===== src/rtl/grp_unit.sv =====
module grp_unit #(
  parameter int W = 32
) (
  input  logic         clk,
  input  logic         rst_n,
  input  logic         ld_en,
  input  logic [2:0]   ld_idx,
  input  logic [W-1:0] ld_data,
  input  logic [2:0]   rd_idx,
  output logic [W-1:0] rd_data,
  input  logic         op_valid,
  input  logic [7:0]   op_code,
  input  logic [7:0]   op_modrm,
  output logic         busy,
  output logic         done,
  output logic         bad_op,
  output logic         sf,
  output logic         zf,
  output logic         of
);
  localparam int NREG = 8;
  localparam int CW   = $clog2(W);
  localparam int KW   = $clog2(W + 1);
  localparam logic [2:0] ACC = 3'd0;
  localparam logic [2:0] CNT = 3'd1;
  localparam logic [2:0] HIR = 3'd2;
  localparam logic [W-1:0] MINV = {1'b1, {(W-1){1'b0}}};

  typedef enum logic [2:0] {K_BAD, K_NOT, K_NEG, K_MUL, K_SHL, K_SHR, K_SAR} kind_t;

  logic [W-1:0] rf [NREG];
  logic [W-1:0] mcand, plo, phi;
  logic [KW-1:0] step;

  wire [2:0]    sel  = op_modrm[5:3];
  wire [2:0]    rm   = op_modrm[2:0];
  wire [W-1:0]  opnd = rf[rm];
  wire [CW-1:0] amt  = rf[CNT][CW-1:0];

  kind_t kind;
  always_comb begin
    kind = K_BAD;
    if (op_modrm[7:6] == 2'b11) begin
      if (op_code == 8'hF7) begin
        case (sel)
          3'd2: kind = K_NOT;
          3'd3: kind = K_NEG;
          3'd4: kind = K_MUL;
          default: kind = K_BAD;
        endcase
      end else if (op_code == 8'hD3) begin
        case (sel)
          3'd4: kind = K_SHL;
          3'd5: kind = K_SHR;
          3'd7: kind = K_SAR;
          default: kind = K_BAD;
        endcase
      end
    end
  end

  wire [W-1:0] not_res = ~opnd;
  wire [W-1:0] neg_res = -opnd;
  wire [W-1:0] shl_res = opnd << amt;
  wire [W-1:0] shr_res = opnd >> amt;
  wire [W-1:0] sar_res = W'($signed(opnd) >>> amt);
  wire         amt_one = (amt == CW'(1));

  wire [W:0]     psum   = {1'b0, phi} + (plo[0] ? {1'b0, mcand} : {(W+1){1'b0}});
  wire [2*W-1:0] pnext  = {psum, plo[W-1:1]};
  wire           last   = (step == KW'(W - 1));

  assign rd_data = rf[rd_idx];

  always_ff @(posedge clk) begin
    if (!rst_n) begin
      for (int i = 0; i < NREG; i++) rf[i] <= '0;
      mcand  <= '0;
      plo    <= '0;
      phi    <= '0;
      step   <= '0;
      busy   <= 1'b0;
      done   <= 1'b0;
      bad_op <= 1'b0;
      sf     <= 1'b0;
      zf     <= 1'b0;
      of     <= 1'b0;
    end else begin
      done   <= 1'b0;
      bad_op <= 1'b0;
      if (ld_en) rf[ld_idx] <= ld_data;
      if (busy) begin
        phi  <= pnext[2*W-1:W];
        plo  <= pnext[W-1:0];
        step <= step + KW'(1);
        if (last) begin
          rf[ACC] <= pnext[W-1:0];
          rf[HIR] <= pnext[2*W-1:W];
          of      <= |pnext[2*W-1:W];
          busy    <= 1'b0;
          done    <= 1'b1;
        end
      end else if (op_valid) begin
        done <= (kind != K_BAD) && (kind != K_MUL);
        case (kind)
          K_NOT: begin
            rf[rm] <= not_res;
            sf <= not_res[W-1];
            zf <= (not_res == '0);
            of <= 1'b0;
          end
          K_NEG: begin
            if (opnd == MINV) begin
              sf <= 1'b1;
              zf <= 1'b0;
              of <= 1'b1;
            end else begin
              rf[rm] <= neg_res;
              sf <= neg_res[W-1];
              zf <= (neg_res == '0);
              of <= 1'b0;
            end
          end
          K_MUL: begin
            mcand <= rf[ACC];
            plo   <= opnd;
            phi   <= '0;
            step  <= '0;
            busy  <= 1'b1;
          end
          K_SHL: begin
            rf[rm] <= shl_res;
            sf <= shl_res[W-1];
            zf <= (shl_res == '0);
            if (amt_one) of <= opnd[W-1] ^ opnd[W-2];
          end
          K_SHR: begin
            rf[rm] <= shr_res;
            sf <= 1'b0;
            zf <= (shr_res == '0);
            if (amt_one) of <= opnd[W-1];
          end
          K_SAR: begin
            rf[rm] <= sar_res;
            sf <= sar_res[W-1];
            zf <= (sar_res == '0);
            if (amt_one) of <= 1'b0;
          end
          default: bad_op <= 1'b1;
        endcase
      end
    end
  end
endmodule


===== config.mk =====
export PLATFORM = sky130hd
export DESIGN_NAME = grp_unit
export DESIGN_NICKNAME = d
export VERILOG_FILES = /design/src/rtl/grp_unit.sv
export SDC_FILE = /design/constraint.sdc
export NUM_CORES = 1
export LEC_CHECK = 0
export ABC_AREA = 1
export BUFFER_PORTS_ARGS = -buffer_cell sky130_fd_sc_hd__buf_2
export CAP_MARGIN = 20
export CELL_PAD_IN_SITES_DETAIL_PLACEMENT = 1
export CELL_PAD_IN_SITES_GLOBAL_PLACEMENT = 2
export CORE_MARGIN = 8
export CORE_UTILIZATION = 38
export DETAILED_ROUTE_END_ITERATION = 10
export PLACE_DENSITY = 0.84
export RECOVER_POWER = 100
export SLEW_MARGIN = 25
export SYNTH_ARGS = -nofsm -noshare
export SYNTH_HDL_FRONTEND = slang
export SYNTH_SLANG_ARGS = --single-unit

===== constraint.sdc =====
create_clock -name clk -period 14.7 [get_ports clk]
set_input_delay 2.94 -clock clk [delete_from_list [all_inputs] [get_ports clk]]
set_output_delay 2.94 -clock clk [all_outputs]
set_load 0.02 [all_outputs]

==> out/results.tsv <==
stage	metric	value	unit
status	status	finished, violations left	
status	failing checks	capacitance limit, slew limit	
clocking	CTS hold repair buffers	0	
global_route	grt peak-use layer	met2	
worst_setup_path	Worst Path Arrival	9360	ps
worst_setup_path	Worst EP required	11760	ps
sta	worst slew pin tran	3780	ps
clocking	Worst-path clk slew	60	ps
placed_design	placed cells	5646	
worst_setup_path	R2R depth	20	
global_route	GR Overflow Total	0	
routing	vias per inst	6.01	
worst_hold_path	worst hold-check path type	reg2reg	
worst_setup_path	CP Class	in2out	
sta	Setup-failing EPs final	0	
worst_hold_path	HP Start	phi[0]	
layout	most common cell after layout, fill and taps aside	nand2_1	
yosys	Synth Instances	4769	
routing	total iterations of the first detailed-routing run	5	
yosys	Syn Std Cell Area	0.0303	mm²
sta	fmax	0.0813	GHz
clocking	Inserted Clock Buffers	47	
routing	Vias	34500	
worst_setup_path	reg-to-reg setup timing slack	7340	ps
yosys	syn_nets	4865	
worst_hold_path	hold endpoint	phi[0]	
routing	WL final	157000	µm
clocking	H-tree levels	2	
layout	register area	0.00985	mm²
routing	routed length per placed instance	27.3	µm
floorplanning	die area	0.0889	mm²
yosys	Avg Cell Area, Syn	6.35	µm²
layout	area occupied by multi-input gates	0.0172	mm²
sta	Tcrit/Tclk final	83.7	%
yosys	Seq/Total Area, Yosys	32.5	%
sta	Setup Skew	27.9	ps
placed_design	IO buf count	95	
global_route	GRT met1 Usage	43.6	%
job	max cap viols	11	
layout	most frequent cells in the layout	nand2_1 (1609), nand3_1 (770), inv_1 (406), a21oi_1 (326), o21ai_0 (270)	
clocking	post-CTS setup buffer count	0	
sta	final hold vios	0	
routing	drt drc	0	
global_route	GRT met2 Usage	55.3	%
global_route	vias in the first global route	33200	
routing	Antenna Nets Post-Route	0	
sta	Slew Viols, Final	568	
floorplanning	die outline width	298	µm
worst_setup_path	reg2reg start	rf[1][1]	
clocking	clock root cell	clkbuf_16	
worst_setup_path	r2r endpoint	rf[1][4]	
sta	setup TNS	0	ps
worst_setup_path	Most common cell on crit path	clkbuf_1	
yosys	ys async rst share	0	%
layout	fillcell total	10600	
layout	Post-Layout Cell Count	5733	
clocking	worst skew pair latency	610	ps
worst_setup_path	CP Max Fanout	68	
layout	layout cell share with drive strength beyond 1	6.02	%
floorplanning	core area	0.0789	mm²
sta	Rel. slew slack	-152	%
clocking	PostCTS Resize Cnt	0	
placed_design	RD Place Congestion	1.01	
clocking	clock buffer depth	3	
worst_setup_path	Worst setup SP type	primary input	
power	leakage power	14.8	nW
yosys	Yosys reg bits	364	
yosys	Netlist cell types	57	
sta	Final min period	12300	ps
worst_setup_path	crit-path cells	clkbuf_1 -> clkbuf_1 -> o21ai_0 -> a31oi_1 -> clkbuf_1	
global_route	gr usage total	33.7	%
worst_setup_path	max incr delay on CP	2430	ps
worst_setup_path	Bufs and invs on worst path	3	
yosys	top-area cell type share of the netlist area	25.4	%
worst_setup_path	Slowest-stage cell, CP	clkbuf_1	
floorplanning	I/O pins	96	
layout	Nets	4742	
global_route	largest net degree at the start of global routing	98	
global_route	initial antenna violation count	6	
worst_setup_path	Critical Path Sink Type	primary output	
yosys	Synth area leader	edfxtp_1	
global_route	grt met3 use	5.02	%
routing	Initial DRC Count	3677	
power	Pwr Density	93.4	mW/mm²
clocking	TritonCTS clock tree	built	
yosys	Primary FF master, synth	edfxtp_1	
global_route	global-route wire length before repair	227000	µm
layout	ANT cells	0	
layout	Syn-to-layout area delta	6.97	%
worst_hold_path	Hold Path Depth	2	
worst_setup_path	critical path's top delay family	buffers and inverters	
yosys	Syn. warnings	0	
sta	unrepaired setup endpoints after global routing	no	
floorplanning	Core Rows	103	
yosys	Synth area leaders	edfxtp_1 (25%), nand2_1 (20%), nand3_1 (13%), dfxtp_1 (7.1%), a21oi_1 (5.4%)	
yosys	count of flip-flops with a built-in enable after synthesis	256	
floorplanning	Die Ht	298	µm
power	worst vdd ir	105	µV
clocking	clock sink count	364	
placed_design	Detail Placement HPWL	117000	µm
floorplanning	Initial Util	38.4	%
==> layout make-up <==
cell class | instances | area share [%]
clock buffers | 54 | 3.71
multi-input cells | 3645 | 53.0
clock inverters | 32 | 1.12
well taps | 1050 | 4.06
inverters | 434 | 5.09
repair buffers | 154 | 2.59
flip-flops and latches | 364 | 30.4
==> tightest hold or removal path, delay by kind of cell (launching register included) <==
family | cells | cell delay, ps
AO/OA/AOI/OAI | 1 | 50
flip-flops | 1 | 310
AND/OR/NAND/NOR | 1 | 60
==> stage by stage <==
stage          cell area (µm²)  utilization (%)  setup WS [ps]  total power [W]  hold WS (ps)
2_1_floorplan            30300                -           7420          0.00156           445
3_3_place_gp             30900             39.2           4650          0.00180           455
3_5_place_dp             30900             39.2           4470          0.00180           462
4_1_cts                  32500             41.2           5050          0.00301           470
5_1_grt                  32400             41.1           2270          0.00311           487
6_report                 32400             41.1           2400          0.00302           471
==> cell usage after synthesis (6+ instances only) <==
cell      instances
nand2_2          24
a22oi_1          34
nor4_1            7
clkbuf_1        157
o21ai_0         258
dfxtp_1         108
a31oi_1          54
o211ai_1         16
edfxtp_1        256
xnor2_1           6
nor3_1           22
o21bai_1          8
nor2_2            9
nand4_1          39
xor2_1           46
o21ai_2           9
nand2_1        1610
nor2_1          255
a21oi_1         327
or2_2             7
o21ai_1          28
buf_4            25
a221oi_1         33
ha_1             37
a21o_1            7
inv_1           404
clkbuf_2         30
buf_6            29
buf_1            34
nand3_1         769
buf_2            48
inv_2            20
==> registers in the layout (all words and copies together) (netlist names) <==
name,cells
zf,1
rf,256
busy,1
phi,32
bad_op,1
of,1
sf,1
step,6
plo,32
mcand,32
done,1
==> routing by layer <==
layer | routed length [µm] | up-vias | part of all wire, %
li1 | - | 15600 | -
met1 | 64400 | 17000 | 41
met2 | 72300 | 1493 | 46
met3 | 11800 | 356 | 7.5
met4 | 8030 | 10 | 5.1
met5 | 64 | - | 0.041
==> where the power goes <==
part	total [W]	internal, W	switching, W
sequential	0.00116	0.00114	0.0000199
combinational	0.000642	0.000145	0.000497
clock	0.00122	0.000714	0.000508
total	0.00302	0.00200	0.00102
==> worst max-delay path by stage <==
| stage | start | to | slack (ps) | depth (start not counted) |
|---|---|---|---|---|
| finish | rd_idx[0] | rd_data[20] | 2400 | 5 |
| detailed placement | op_modrm[0] | rf[0][3] | 4470 | 20 |
| CTS | op_modrm[0] | rf[0][3] | 5050 | 20 |
| global placement | op_modrm[0] | rf[0][3] | 4650 | 20 |
| floorplan | rd_idx[0] | rd_data[13] | 7420 | 7 |
| global route | rd_idx[0] | rd_data[20] | 2270 | 5 |
==> logic make-up after synthesis <==
logic type               share of synthesized area, %
buffers and inverters                            10.9
AND/OR/NAND/NOR                                  38.7
flip-flops                                       32.5
adder cells (fa/ha/maj)                          1.60
AO/OA/AOI/OAI                                    14.7
XOR/XNOR                                         1.50
No activity file was read; power rests on OpenSTA's default activity.
